**src/rtl/altstep_pkg.sv**
```systemverilog
// Package: shared lengths and tap positions for the alternating step generator.
// Assumes each polynomial is a trinomial x^W + x^K + 1 that is primitive.
package altstep_pkg;

    localparam int unsigned CTL_W = 5;
    localparam int unsigned CTL_K = 3;
    localparam int unsigned DA_W  = 7;
    localparam int unsigned DA_K  = 6;
    localparam int unsigned DB_W  = 11;
    localparam int unsigned DB_K  = 9;

    // Build a tap mask for bit 0 and bit k (feedback = XOR of masked bits).
    function automatic logic [31:0] tap_mask(input int unsigned k);
        logic [31:0] m;
        m = '0;
        for (int i = 0; i < 32; i++) begin
            if (i == 0 || i == int'(k)) m[i] = 1'b1;
        end
        return m;
    endfunction

endpackage

```
**src/rtl/altstep_seed_fix.sv**
```systemverilog
// Seed guard: passes a seed through, or substitutes 1 when it is all zeros.
// Assumes nothing about the seed; purely combinational.
module altstep_seed_fix #(
    parameter int unsigned W = 5
) (
    input  logic [W-1:0] seed_i,
    output logic [W-1:0] seed_o,
    output logic         zero_o
);

    localparam logic [W-1:0] ONE = {{(W-1){1'b0}}, 1'b1};

    // Detect a locking seed and replace it.
    always_comb begin
        zero_o = (seed_i == '0);
        seed_o = zero_o ? ONE : seed_i;
    end

endmodule

```
**src/rtl/altstep_lfsr.sv**
```systemverilog
// Fibonacci shift register: shifts right, feedback enters at the MSB, output is bit 0.
// Assumes TAPS holds bit 0 and the second tap of a primitive trinomial.
// Load has priority over advance; reset value is 1.
module altstep_lfsr #(
    parameter int unsigned W    = 5,
    parameter int unsigned K    = 3,
    parameter logic [31:0] TAPS = 32'h9
) (
    input  logic         clk,
    input  logic         rst_n,
    input  logic         load_i,
    input  logic [W-1:0] seed_i,
    input  logic         adv_i,
    output logic         out_o,
    output logic [W-1:0] state_o,
    output logic         seed_zero_o
);

    localparam logic [W-1:0] RST_VAL = {{(W-1){1'b0}}, 1'b1};
    localparam logic [W-1:0] MASK    = TAPS[W-1:0];

    logic [W-1:0] state_q;
    logic [W-1:0] seed_ok;
    logic         fb;

    altstep_seed_fix #(.W(W)) u_fix (
        .seed_i (seed_i),
        .seed_o (seed_ok),
        .zero_o (seed_zero_o)
    );

    // Feedback bit: parity of the tapped bits.
    always_comb fb = ^(state_q & MASK);

    // State register: reset, load a guarded seed, or shift one place.
    always_ff @(posedge clk) begin
        if (!rst_n)      state_q <= RST_VAL;
        else if (load_i) state_q <= seed_ok;
        else if (adv_i)  state_q <= {fb, state_q[W-1:1]};
    end

    assign out_o   = state_q[0];
    assign state_o = state_q;

    // a register never reaches the locked all-zero state.
    a_r3_never_zero: assert property (@(posedge clk) disable iff (!rst_n)
        state_q != '0);

    // without load or advance the register keeps its value.
    a_r9_hold: assert property (@(posedge clk) disable iff (!rst_n)
        (!load_i && !adv_i) |=> $stable(state_q));

    // an advance moves old bit 1 down to bit 0.
    a_r4_shift_low: assert property (@(posedge clk) disable iff (!rst_n)
        (!load_i && adv_i) |=> (state_q[0] == $past(state_q[1])));

endmodule

```
**src/rtl/altstep_step_ctrl.sv**
```systemverilog
// Step controller: turns step/load and the control bit into per-register advances,
// and registers the valid and seed-error flags.
// Assumes ctl_bit_i is the control register output before the current edge.
module altstep_step_ctrl (
    input  logic clk,
    input  logic rst_n,
    input  logic load_i,
    input  logic step_i,
    input  logic ctl_bit_i,
    input  logic seed_zero_i,
    output logic ctl_adv_o,
    output logic a_adv_o,
    output logic b_adv_o,
    output logic vld_o,
    output logic err_o
);

    logic go;
    logic vld_q;
    logic err_q;

    // Advance selection: control always, one data register per step.
    always_comb begin
        go        = step_i && !load_i;
        ctl_adv_o = go;
        a_adv_o   = go &&  ctl_bit_i;
        b_adv_o   = go && !ctl_bit_i;
    end

    // Flag registers: valid after a step, error after a load with a zero seed.
    always_ff @(posedge clk) begin
        if (!rst_n) begin
            vld_q <= 1'b0;
            err_q <= 1'b0;
        end else begin
            vld_q <= go;
            err_q <= load_i && seed_zero_i;
        end
    end

    assign vld_o = vld_q;
    assign err_o = err_q;

    // valid is only seen after an enabled step.
    a_r8_vld_cause: assert property (@(posedge clk) disable iff (!rst_n)
        vld_q |-> ($past(step_i) && !$past(load_i)));

    // the error flag only follows a load.
    a_r3_err_after_load: assert property (@(posedge clk) disable iff (!rst_n)
        err_q |-> $past(load_i));

    // a load never produces a valid bit.
    a_r2_load_no_vld: assert property (@(posedge clk) disable iff (!rst_n)
        load_i |=> !vld_q);

endmodule

```
**src/rtl/altstep_keygen.sv**
```systemverilog
// Alternating step keystream generator top.
// A control register picks, each step, which of two data registers advances;
// the keystream bit is the XOR of the two data registers' low bits.
// Assumes the three lengths differ and all polynomials are primitive.
module altstep_keygen
    import altstep_pkg::*;
#(
    parameter int unsigned C_W = CTL_W,
    parameter int unsigned C_K = CTL_K,
    parameter int unsigned A_W = DA_W,
    parameter int unsigned A_K = DA_K,
    parameter int unsigned B_W = DB_W,
    parameter int unsigned B_K = DB_K
) (
    input  logic           clk,
    input  logic           rst_n,
    input  logic           load_i,
    input  logic [C_W-1:0] seed_ctl_i,
    input  logic [A_W-1:0] seed_a_i,
    input  logic [B_W-1:0] seed_b_i,
    input  logic           step_i,
    output logic           key_o,
    output logic           key_vld_o,
    output logic           seed_err_o
);

    localparam logic [31:0] C_TAPS = tap_mask(C_K);
    localparam logic [31:0] A_TAPS = tap_mask(A_K);
    localparam logic [31:0] B_TAPS = tap_mask(B_K);

    logic           ctl_bit, a_bit, b_bit;
    logic [C_W-1:0] ctl_state;
    logic [A_W-1:0] a_state;
    logic [B_W-1:0] b_state;
    logic           ctl_zero, a_zero, b_zero;
    logic           ctl_adv, a_adv, b_adv;
    logic           any_zero;

    altstep_lfsr #(.W(C_W), .K(C_K), .TAPS(C_TAPS)) u_ctl (
        .clk(clk), .rst_n(rst_n), .load_i(load_i), .seed_i(seed_ctl_i),
        .adv_i(ctl_adv), .out_o(ctl_bit), .state_o(ctl_state), .seed_zero_o(ctl_zero)
    );

    altstep_lfsr #(.W(A_W), .K(A_K), .TAPS(A_TAPS)) u_da (
        .clk(clk), .rst_n(rst_n), .load_i(load_i), .seed_i(seed_a_i),
        .adv_i(a_adv), .out_o(a_bit), .state_o(a_state), .seed_zero_o(a_zero)
    );

    altstep_lfsr #(.W(B_W), .K(B_K), .TAPS(B_TAPS)) u_db (
        .clk(clk), .rst_n(rst_n), .load_i(load_i), .seed_i(seed_b_i),
        .adv_i(b_adv), .out_o(b_bit), .state_o(b_state), .seed_zero_o(b_zero)
    );

    // Combine zero-seed detections from all three guards.
    always_comb any_zero = ctl_zero | a_zero | b_zero;

    altstep_step_ctrl u_ctrl (
        .clk(clk), .rst_n(rst_n), .load_i(load_i), .step_i(step_i),
        .ctl_bit_i(ctl_bit), .seed_zero_i(any_zero),
        .ctl_adv_o(ctl_adv), .a_adv_o(a_adv), .b_adv_o(b_adv),
        .vld_o(key_vld_o), .err_o(seed_err_o)
    );

    // Keystream bit: parity of the two data register outputs.
    always_comb key_o = a_bit ^ b_bit;

    // a step with control bit 1 leaves the second data register alone.
    a_r5_b_still: assert property (@(posedge clk) disable iff (!rst_n)
        (step_i && !load_i && ctl_bit) |=> $stable(b_state));

    // a step with control bit 0 leaves the first data register alone.
    a_r6_a_still: assert property (@(posedge clk) disable iff (!rst_n)
        (step_i && !load_i && !ctl_bit) |=> $stable(a_state));

    // every enabled step changes the control register.
    a_r4_ctl_moves: assert property (@(posedge clk) disable iff (!rst_n)
        (step_i && !load_i) |=> !$stable(ctl_state));

endmodule

```
**config.mk**
```make
export PLATFORM = sky130hd
export DESIGN_NAME = altstep_keygen
export DESIGN_NICKNAME = d
export VERILOG_FILES = /design/src/rtl/altstep_pkg.sv /design/src/rtl/altstep_seed_fix.sv /design/src/rtl/altstep_lfsr.sv /design/src/rtl/altstep_step_ctrl.sv /design/src/rtl/altstep_keygen.sv
export SDC_FILE = /design/constraint.sdc
export NUM_CORES = 1
export LEC_CHECK = 0
export BUFFER_PORTS_ARGS = -buffer_cell sky130_fd_sc_hd__buf_2
export CORE_MARGIN = 2
export CORE_UTILIZATION = 56
export CTS_CLUSTER_DIAMETER = 120
export CTS_CLUSTER_SIZE = 25
export DETAILED_ROUTE_END_ITERATION = 10
export GPL_TIMING_DRIVEN = 0
export PLACE_DENSITY = 0.83
export SYNTH_ARGS = -nofsm -noshare
export SYNTH_HDL_FRONTEND = slang
export SYNTH_SLANG_ARGS = --single-unit
```
**constraint.sdc**
```tcl
create_clock -name clk -period 3.1 [get_ports clk]
set_clock_uncertainty 0.2 [all_clocks]
set_input_delay 0.155 -clock clk [delete_from_list [all_inputs] [get_ports clk]]
set_output_delay 0.155 -clock clk [all_outputs]
set_load 0.05 [all_outputs]
```
==> impl_metrics.ini, run 1 <==
[die]
die_x_um = 50.89
std_cell_rows = 16
ios = 30
die_h_um = 50.89
dieArea_sq_mm = 0.002590
coreArea_sq_mm = 0.002022
start_util = 0.6089

[route]
drc = 0
via_per_inst = 5.613
vias = 1291
drt_iter0_drc = 22
ant_nets = 0
drt_first_pass_iters = 4
routedWlPerCell_um = 15.29
detail_route.wirelength_um = 3516

[worst_setup_path]
cpMostUsedCell = dlygate4sd3_1
required_ns = 3.16
slowest_stage = dlygate4sd3_1
crit_start = seed_b_i[10]
r2r-start = u_ctl.state_o[0]
critical_path_class = in -> reg
worst_setup_path_start_kind = input pin
cpPeakStageDelay_ns = 0.59
cp.arrival_ns = 2.48
cp-end-kind = register
path_cells = dlygate4sd3_1 > buf_2 > nor4_1 > dlygate4sd3_1 > nand3_1 > dlygate4sd3_1 > a21oi_1
crit_fanout = 2

[pwr]
p_leak_nw = 0.7348
max-vdd-ir-drop_mv = 0.3328
power_switching_uw = 184.5
power_density_mw_per_mm2 = 378.4
p_int_uw = 465.1
sw_frac_of_total = 0.2840
seqPwrFrac = 0.546
power_frac_comb = 0.225
clockPowerShare = 0.229

[worst_hold_path]
min_path_type = in -> reg
min_from = seed_b_i[0]

[synthesis]
ys_seq_elements = 25
syn_area_sq_mm = 0.001231
synth_area_per_cell_sq_um = 8.670
seq_area_frac_synth = 0.4065
synth_nets = 169
yosys_warnings = 0
syn_inst = 142
synth_cell_types = 28

[sta]
min_period_over_period = 0.7821
slew_headroom = 0.6586
finalHoldViolations = 0
rsz0062_at_grt = no
worst_pin_slew_ns = 0.5121
fin_ws_ns = 0.6754
slew_viol_final = 0
setup_viol = 0
min_period_ns = 2.425
finalSetupTns_ns = 0
max_clock_freq_mhz = 412.4

[place]
routabilityCongestion = 0.8472
numPortBuffers = 29
pre_cts_slack_ns = 1.501
place_inst = 198
placed_area_sq_mm = 0.001410
dp_hpwl_um = 2094

[cts]
ctsHoldBuffers = 28
cts_buffer_depth = 2
cts_tree = yes
clock-sinks = 25
htree_levels = 1
post_cts.resized_instances = 0
path_clk_slew_ns = 0.13
clk_latency_ns = 0.32
cts_setup_buffers = 0
cts_buffers = 3
root_buffer = clkbuf_4

[global_routing]
grt_pass1_wl_um = 5782
gr-total-overflow = 0
grt_pass1_vias = 1308
antenna_found_initial = 0
track_usage = 0.3041
grt_max_degree = 14

[layout]
layout_commonest_cell = buf_2
post-route-util = 0.8490
fin_nets = 231
drive_above_1_share = 0.1823
final_cell_area_sq_mm = 0.001717
final_cells = 230
area_delta_synth_final_pct = 39.43
layout_common_cells = buf_2, dlygate4sd3_1, dfxtp_1
diodes = 0

[run]
max_cap_violations = 0

[outcome]
status = complete, no violations
-- through the flow --
stage | power, mW | hold slack, ns
2_1_floorplan | 0.4312 | 0.07671
3_3_place_gp | 0.4683 | 0.2280
3_5_place_dp | 0.4748 | 0.2293
4_1_cts | 0.6439 | 0.05856
5_1_grt | 0.6830 | 0.06581
6_report | 0.6495 | 0.06360
-- state kept, by name, summed over array words and instances (netlist names) --
| register | cells |
|---|---|
| u_db.state_o | 11 |
| u_da.state_o | 7 |
| u_ctl.state_o | 5 |
| u_ctrl.err_o | 1 |
| u_ctrl.vld_o | 1 |
-- synthesized netlist by cell type --
master	number	area, sq um
dfxtp_1	25	500.5
nand2_1	21	78.83
o21ai_0	19	95.09
mux2i_1	18	180.2
and2_1	17	106.4
clkbuf_1	6	22.52
a211oi_1	3	22.52
a21oi_1	3	15.01
nor2_1	3	11.26
nor3_1	3	15.01
and3_1	2	12.51
nand3_1	2	10.01
nor2b_1	2	12.51
nor4_1	2	12.51
xnor2_1	2	17.52
xor2_1	2	17.52
a21boi_0	1	7.510
a31oi_1	1	6.260
and4b_1	1	10.01
buf_2	1	5.000
buf_4	1	7.510
inv_1	1	3.750
nor2b_2	1	8.760
nor4_4	1	21.27
o211ai_1	1	7.510
o21ai_1	1	5.000
or4_1	1	7.510
or4_4	1	11.26
-- layout make-up --
| class | count | area, sq um |
|---|---|---|
| Buffer | 8 | 35.03 |
| Clock buffer | 4 | 26.28 |
| Fill cell | 125 | 305.3 |
| Inverter | 1 | 3.754 |
| Multi-Input combinational cell | 108 | 691.9 |
| Sequential cell | 25 | 500.5 |
| Tap cell | 27 | 33.78 |
| Timing Repair Buffer | 57 | 425.4 |
-- power groups by stage --
stage | logic, mW | registers, mW | clock network, mW
after floorplan | 0.0716 | 0.360 | 0
after global placement | 0.108 | 0.360 | 0
after detailed placement | 0.113 | 0.362 | 0
after CTS | 0.140 | 0.354 | 0.150
after global routing | 0.158 | 0.357 | 0.168
final | 0.146 | 0.355 | 0.149
-- worst paths after layout --
check,end,slack [ns],cells after the start
hold / removal,u_db.state_o[0],0.06,3
setup / recovery,u_ctrl.err_o,0.68,7
setup reg to reg,u_db.state_o[10],1.01,6
hold reg to reg,u_ctl.state_o[0],0.41,2
-- critical path, delay by kind of cell --
family	cells	cell delay [ns]
buffers and inverters	4	1.83
AO/OA/AOI/OAI	1	0.16
AND/OR/NAND/NOR	2	0.34
-- cell families (layout without fill, tap and decap cells) --
logic type / after synthesis / after routing / share of synthesized area
AOI/OAI and AO/OA: 29 / 29 / 0.1291
xor gates and xnor gates: 4 / 4 / 0.02846
buffers and inverters: 9 / 70 / 0.03150
DFF: 25 / 25 / 0.4065
muxes: 18 / 18 / 0.1463
and+or+nand+nor: 57 / 57 / 0.2581
-- layer usage --
| layer | global-route usage | share of wire |
|---|---|---|
| met4 | 0.2027 | 0.051 |
| met1 | 0.3283 | 0.38 |
| met3 | 0.05848 | 0.047 |
| met2 | 0.5373 | 0.52 |
| met5 | 0 | 0 |
Note: power is estimated with default switching activity, not from simulation.
==> run 2, diff against run 1 <==
CORE_UTILIZATION = 47   (was 56)
PLACE_DENSITY = 0.74   (was 0.83)
clock period = 2 ns   (was 3.1 ns; I/O delays follow)
==> run 2 against run 1 <==
Design area is 1.2% higher. Final cell count grew 1.7%. Clock-buffer cell count decreased by 1. Sequential power increased by 55%. Sequential cell count unchanged. Clock power increased by 50%. Register-to-register slack got worse by 0.96 ns. Sequential share of layout area fell by 0.36 points. Largest power group unchanged. Power is 53% higher. Hold slack got worse by 0.0019 ns. Die area increased by 18%. Largest cell class unchanged. Non-clock buffer count grew 1.
==> impl_metrics.ini, run 2 (synthesis gave the netlist of run 1 again) <==
[worst_setup_path]
worstRegToRegCells = 6
reg2reg_slack_ns = 0.05
cp.arrival_ns = 2.03
crit_fanout = 10
required_ns = 2.07
r2r-start = u_ctl.state_o[0]
worst_setup_path_start_kind = input pin
r2r_end = u_db.state_o[10]
critical_path_class = in -> reg
cp-end-kind = register

[layout]
layout_common_cells = buf_2, dlygate4sd3_1, dfxtp_1
fin_nets = 232
layout_commonest_cell = buf_2
largest_reg_flops = 11
drive_above_1_share = 0.1912
diodes = 0
area_delta_synth_final_pct = 41.16
fillerInstances = 196
post-route-util = 0.7015

[route]
vias = 1203
drc = 0
drt_iter0_drc = 32
via_per_inst = 5.141
drt_first_pass_iters = 5
detail_route.wirelength_um = 3168
routedWlPerCell_um = 13.54
ant_nets = 0

[cts]
htree_levels = 1
clk_latency_ns = 0.32
cts_buffer_depth = 2
cts_buffers = 3
path_clk_slew_ns = 0.14
clock-sinks = 25
cts_tree = yes
cts_setup_buffers = 0
root_buffer = clkbuf_4

[global_routing]
track_usage = 0.2244
grt_pass1_wl_um = 4892
antenna_found_initial = 0
grt_max_degree = 15
grt_pass1_vias = 1112
gr-total-overflow = 0

[sta]
min_period_over_period = 0.9758
finalHoldViolations = 0
min_period_ns = 1.952
fin_ws_ns = 0.04846
setup_viol = 0
finalSetupTns_ns = 0
rsz0062_at_grt = yes
slew_headroom = 0.7091
holdWs_ns = 0.06166
slew_viol_final = 0
worst_pin_slew_ns = 0.4363
max_clock_freq_mhz = 512.4

[die]
std_cell_rows = 18
ios = 30
die_x_um = 55.18
die_h_um = 55.18
coreArea_sq_mm = 0.002477
dieArea_sq_mm = 0.003045
start_util = 0.4970

[place]
dp_hpwl_um = 2056
numPortBuffers = 29
pre_cts_slack_ns = 0.3904
routabilityCongestion = 0.7416

[pwr]
p_leak_nw = 0.7441
power_density_mw_per_mm2 = 573.6
max-vdd-ir-drop_mv = 0.4728
finalPower_uw = 996.8

[outcome]
status = complete, no violations

[worst_hold_path]
min_path_type = in -> reg
hold_end = u_db.state_o[0]
hold_depth = 5
min_from = seed_b_i[1]

[run]
max_cap_violations = 0
run 2: layer usage:
layer  share of wire  global-route usage  up-vias
met5               0                   0        -
met4           0.011             0.06098        0
met3           0.028             0.02419        5
met2            0.50              0.4028       31
met1            0.46              0.2831      551
li1                -                   -      616
run 2: cell type report:
cell class                      count  area (sq um)  area share
Multi-Input combinational cell    108         696.9      0.4010
Sequential cell                    25         500.5      0.2880
Timing Repair Buffer               58         435.4      0.2505
Tap cell                           30         37.54     0.02160
Buffer                              8         36.28     0.02088
Clock buffer                        3         22.52     0.01296
Clock inverter                      1         5.005    0.002880
Inverter                            1         3.754    0.002160
run 2: repair_timing:
item,in CTS,in global routing
resized for setup,0,5
endpoints found under the hold margin,25,0
setup endpoints to repair,0,2
hold buffers,29,0
run 2: worst max path at each step:
stage / start / to / slack (ns) / cells past startpoint
3_5_place_dp: u_ctl.state_o[0] / u_db.state_o[3] / 0.39 / 5
5_1_grt: u_ctl.state_o[0] / u_db.state_o[10] / -0.04 / 6
2_1_floorplan: u_db.state_o[0] / key_o / 0.57 / 1
6_report: load_i / u_db.state_o[1] / 0.05 / 7
3_3_place_gp: u_ctl.state_o[0] / u_db.state_o[7] / 0.46 / 5
4_1_cts: u_ctl.state_o[0] / u_db.state_o[10] / 0.03 / 6
run 2: critical path, cell delays in order:
cell	delay, ns
dlygate4sd3_1	0.53
buf_2	0.16
buf_1	0.37
nand2_1	0.09
o21ai_0	0.08
and2_1	0.15
dlygate4sd3_1	0.54
run 2: metrics by stage:
stage	std cells	instance area, sq um
finish	234	1738
global route	234	1738
CTS	234	1732
detailed placement	201	1414
global placement	201	1414
floorplan	142	1231
run 2: power breakdown:
| group | switching [mW] | internal, mW |
|---|---|---|
| Sequential | 0.0216 | 0.528 |
| Clock | 0.149 | 0.0749 |
| Combinational | 0.106 | 0.118 |
| Total | 0.276 | 0.721 |
==> run 3, diff against run 2 <==
CORE_MARGIN = 1.5   (was 2)
==> run 3 against run 2 <==
Critical endpoint is now u_ctrl.err_o. Wire length decreased by 2.0%. Clock power about the same. Design area fell by 0.43%. Via count is 1.7% higher. Combinational power barely moved. Clock-buffer cell count grew 1. Sequential share of layout area increased by 0.20 points. Hold slack got worse by 0.033 ns. Sequential power is essentially flat. Largest cell class unchanged. Largest power group unchanged. Final cell count fell by 0.43%.
==> impl_metrics.ini, run 3 (synthesis gave the netlist of run 1 again) <==
[pwr]
power_switching_uw = 273.4
p_int_uw = 723.4
sw_frac_of_total = 0.2743
p_leak_nw = 0.7347
finalPower_uw = 996.8
power_frac_comb = 0.222
max-vdd-ir-drop_mv = 0.4499
seqPwrFrac = 0.552
clockPowerShare = 0.226
power_density_mw_per_mm2 = 576.1

[die]
ios = 30
die_x_um = 54.18
die_h_um = 54.18
std_cell_rows = 18
dieArea_sq_mm = 0.002935
coreArea_sq_mm = 0.002477
start_util = 0.4970

[route]
ant_nets = 0
vias = 1224
drt_iter0_drc = 17
drt_first_pass_iters = 5
drc = 0
routedWlPerCell_um = 13.33
via_per_inst = 5.253
detail_route.wirelength_um = 3106

[layout]
post-route-util = 0.6985
largest_reg_flops = 11
final_cell_area_sq_mm = 0.001730
drive_above_1_share = 0.1872
area_delta_synth_final_pct = 40.55
fin_nets = 231
diodes = 0
final_cells = 233
layout_common_cells = buf_2, dlygate4sd3_1, dfxtp_1
layout_commonest_cell = buf_2
fillerInstances = 196

[global_routing]
grt_pass1_wl_um = 4974
grt_pass1_vias = 1229
gr-total-overflow = 0
antenna_found_initial = 0
track_usage = 0.2347
grt_max_degree = 14

[worst_setup_path]
path_cells = dlygate4sd3_1 > buf_2 > nor4_1 > nand3_1 > dlygate4sd3_1 > a21oi_1
critPathCapture = u_ctrl.err_o
cp-end-kind = register
reg2reg_slack_ns = 0.14
critical_path_class = in -> reg
worst_setup_path_start_kind = input pin
r2r_end = u_db.state_o[10]
cpPeakStageDelay_ns = 0.58
crit_fanout = 2
cp.arrival_ns = 1.93
cpMostUsedCell = dlygate4sd3_1
r2r-start = u_ctl.state_o[0]
crit_start = seed_b_i[7]
required_ns = 2.06
worstRegToRegCells = 6
slowest_stage = dlygate4sd3_1

[run]
max_cap_violations = 0

[place]
dp_hpwl_um = 2100
numPortBuffers = 29
routabilityCongestion = 0.7053
placed_area_sq_mm = 0.001414
place_inst = 201

[cts]
root_buffer = clkbuf_4
path_clk_slew_ns = 0.13
htree_levels = 1
cts_tree = yes
cts_setup_buffers = 0
clock-sinks = 25
cts_buffers = 3
cts_buffer_depth = 2
clk_latency_ns = 0.32

[worst_hold_path]
hold_depth = 3
min_path_type = in -> reg
min_from = load_i

[sta]
max_clock_freq_mhz = 534.6
min_period_ns = 1.871
setup_viol = 0
worst_pin_slew_ns = 0.4292
slew_viol_final = 0
slew_headroom = 0.7139
finalSetupTns_ns = 0
min_period_over_period = 0.9353
rsz0062_at_grt = no
finalHoldViolations = 0

[outcome]
status = complete, no violations
==> run 3: cell count changes in the layout (fill, tap and decap cells not counted), sizes merged <==
cell / before / now
clkinv: 1 / 0
buf: 33 / 31
clkbuf: 7 / 10
dlygate4sd3: 29 / 28
==> run 3: stage by stage <==
step           hold WS, ns  setup WS [ns]
6_report           0.02908         0.1294
5_1_grt            0.07688        0.05173
4_1_cts            0.01182        0.03406
3_5_place_dp        0.1769         0.3870
3_3_place_gp        0.1759         0.4560
2_1_floorplan      0.02171         0.5738
==> run 3: worst min-delay path by stage <==
stage,end
floorplan,u_db.state_o[1]
global placement,u_db.state_o[10]
detailed placement,u_ctl.state_o[4]
CTS,u_da.state_o[6]
global route,u_da.state_o[6]
finish,u_da.state_o[6]
==> run 3: layout make-up <==
class	count	area, sq um	share of cell area
multi-input cells	108	696.9	0.4027
well taps	30	37.54	0.02169
plain buffers	8	38.79	0.02242
inverters	1	3.754	0.002169
clock buffers	4	26.28	0.01518
flip-flops and latches	25	501.7	0.2899
repair buffers	57	425.4	0.2458
==> run 3: layer usage <==
metal / routed length, um / track usage
met2: 1625 / 0.4618
met4: 41 / 0.07917
met5: 0 / 0
met3: 81 / 0.02778
met1: 1357 / 0.2517
==> run 3: power groups by stage <==
stage / clock network, mW / registers, mW / logic, mW
5_1_grt: 0.241 / 0.553 / 0.245
3_3_place_gp: 0 / 0.559 / 0.168
4_1_cts: 0.234 / 0.549 / 0.217
2_1_floorplan: 0 / 0.557 / 0.111
3_5_place_dp: 0 / 0.560 / 0.174
6_report: 0.226 / 0.550 / 0.221
==> run 3: timing repair <==
item,4_1_cts,5_1_grt
hold buffers,28,0
resized for setup,0,3
setup endpoints to repair,0,2
hold endpoints to repair,25,0
==> run 3: worst max-delay path: cells and delay by family <==
kind / cells / cell delay, ns
AOI/OAI and AO/OA: 1 / 0.11
buffers and inverters: 3 / 1.25
and+or+nand+nor: 2 / 0.47
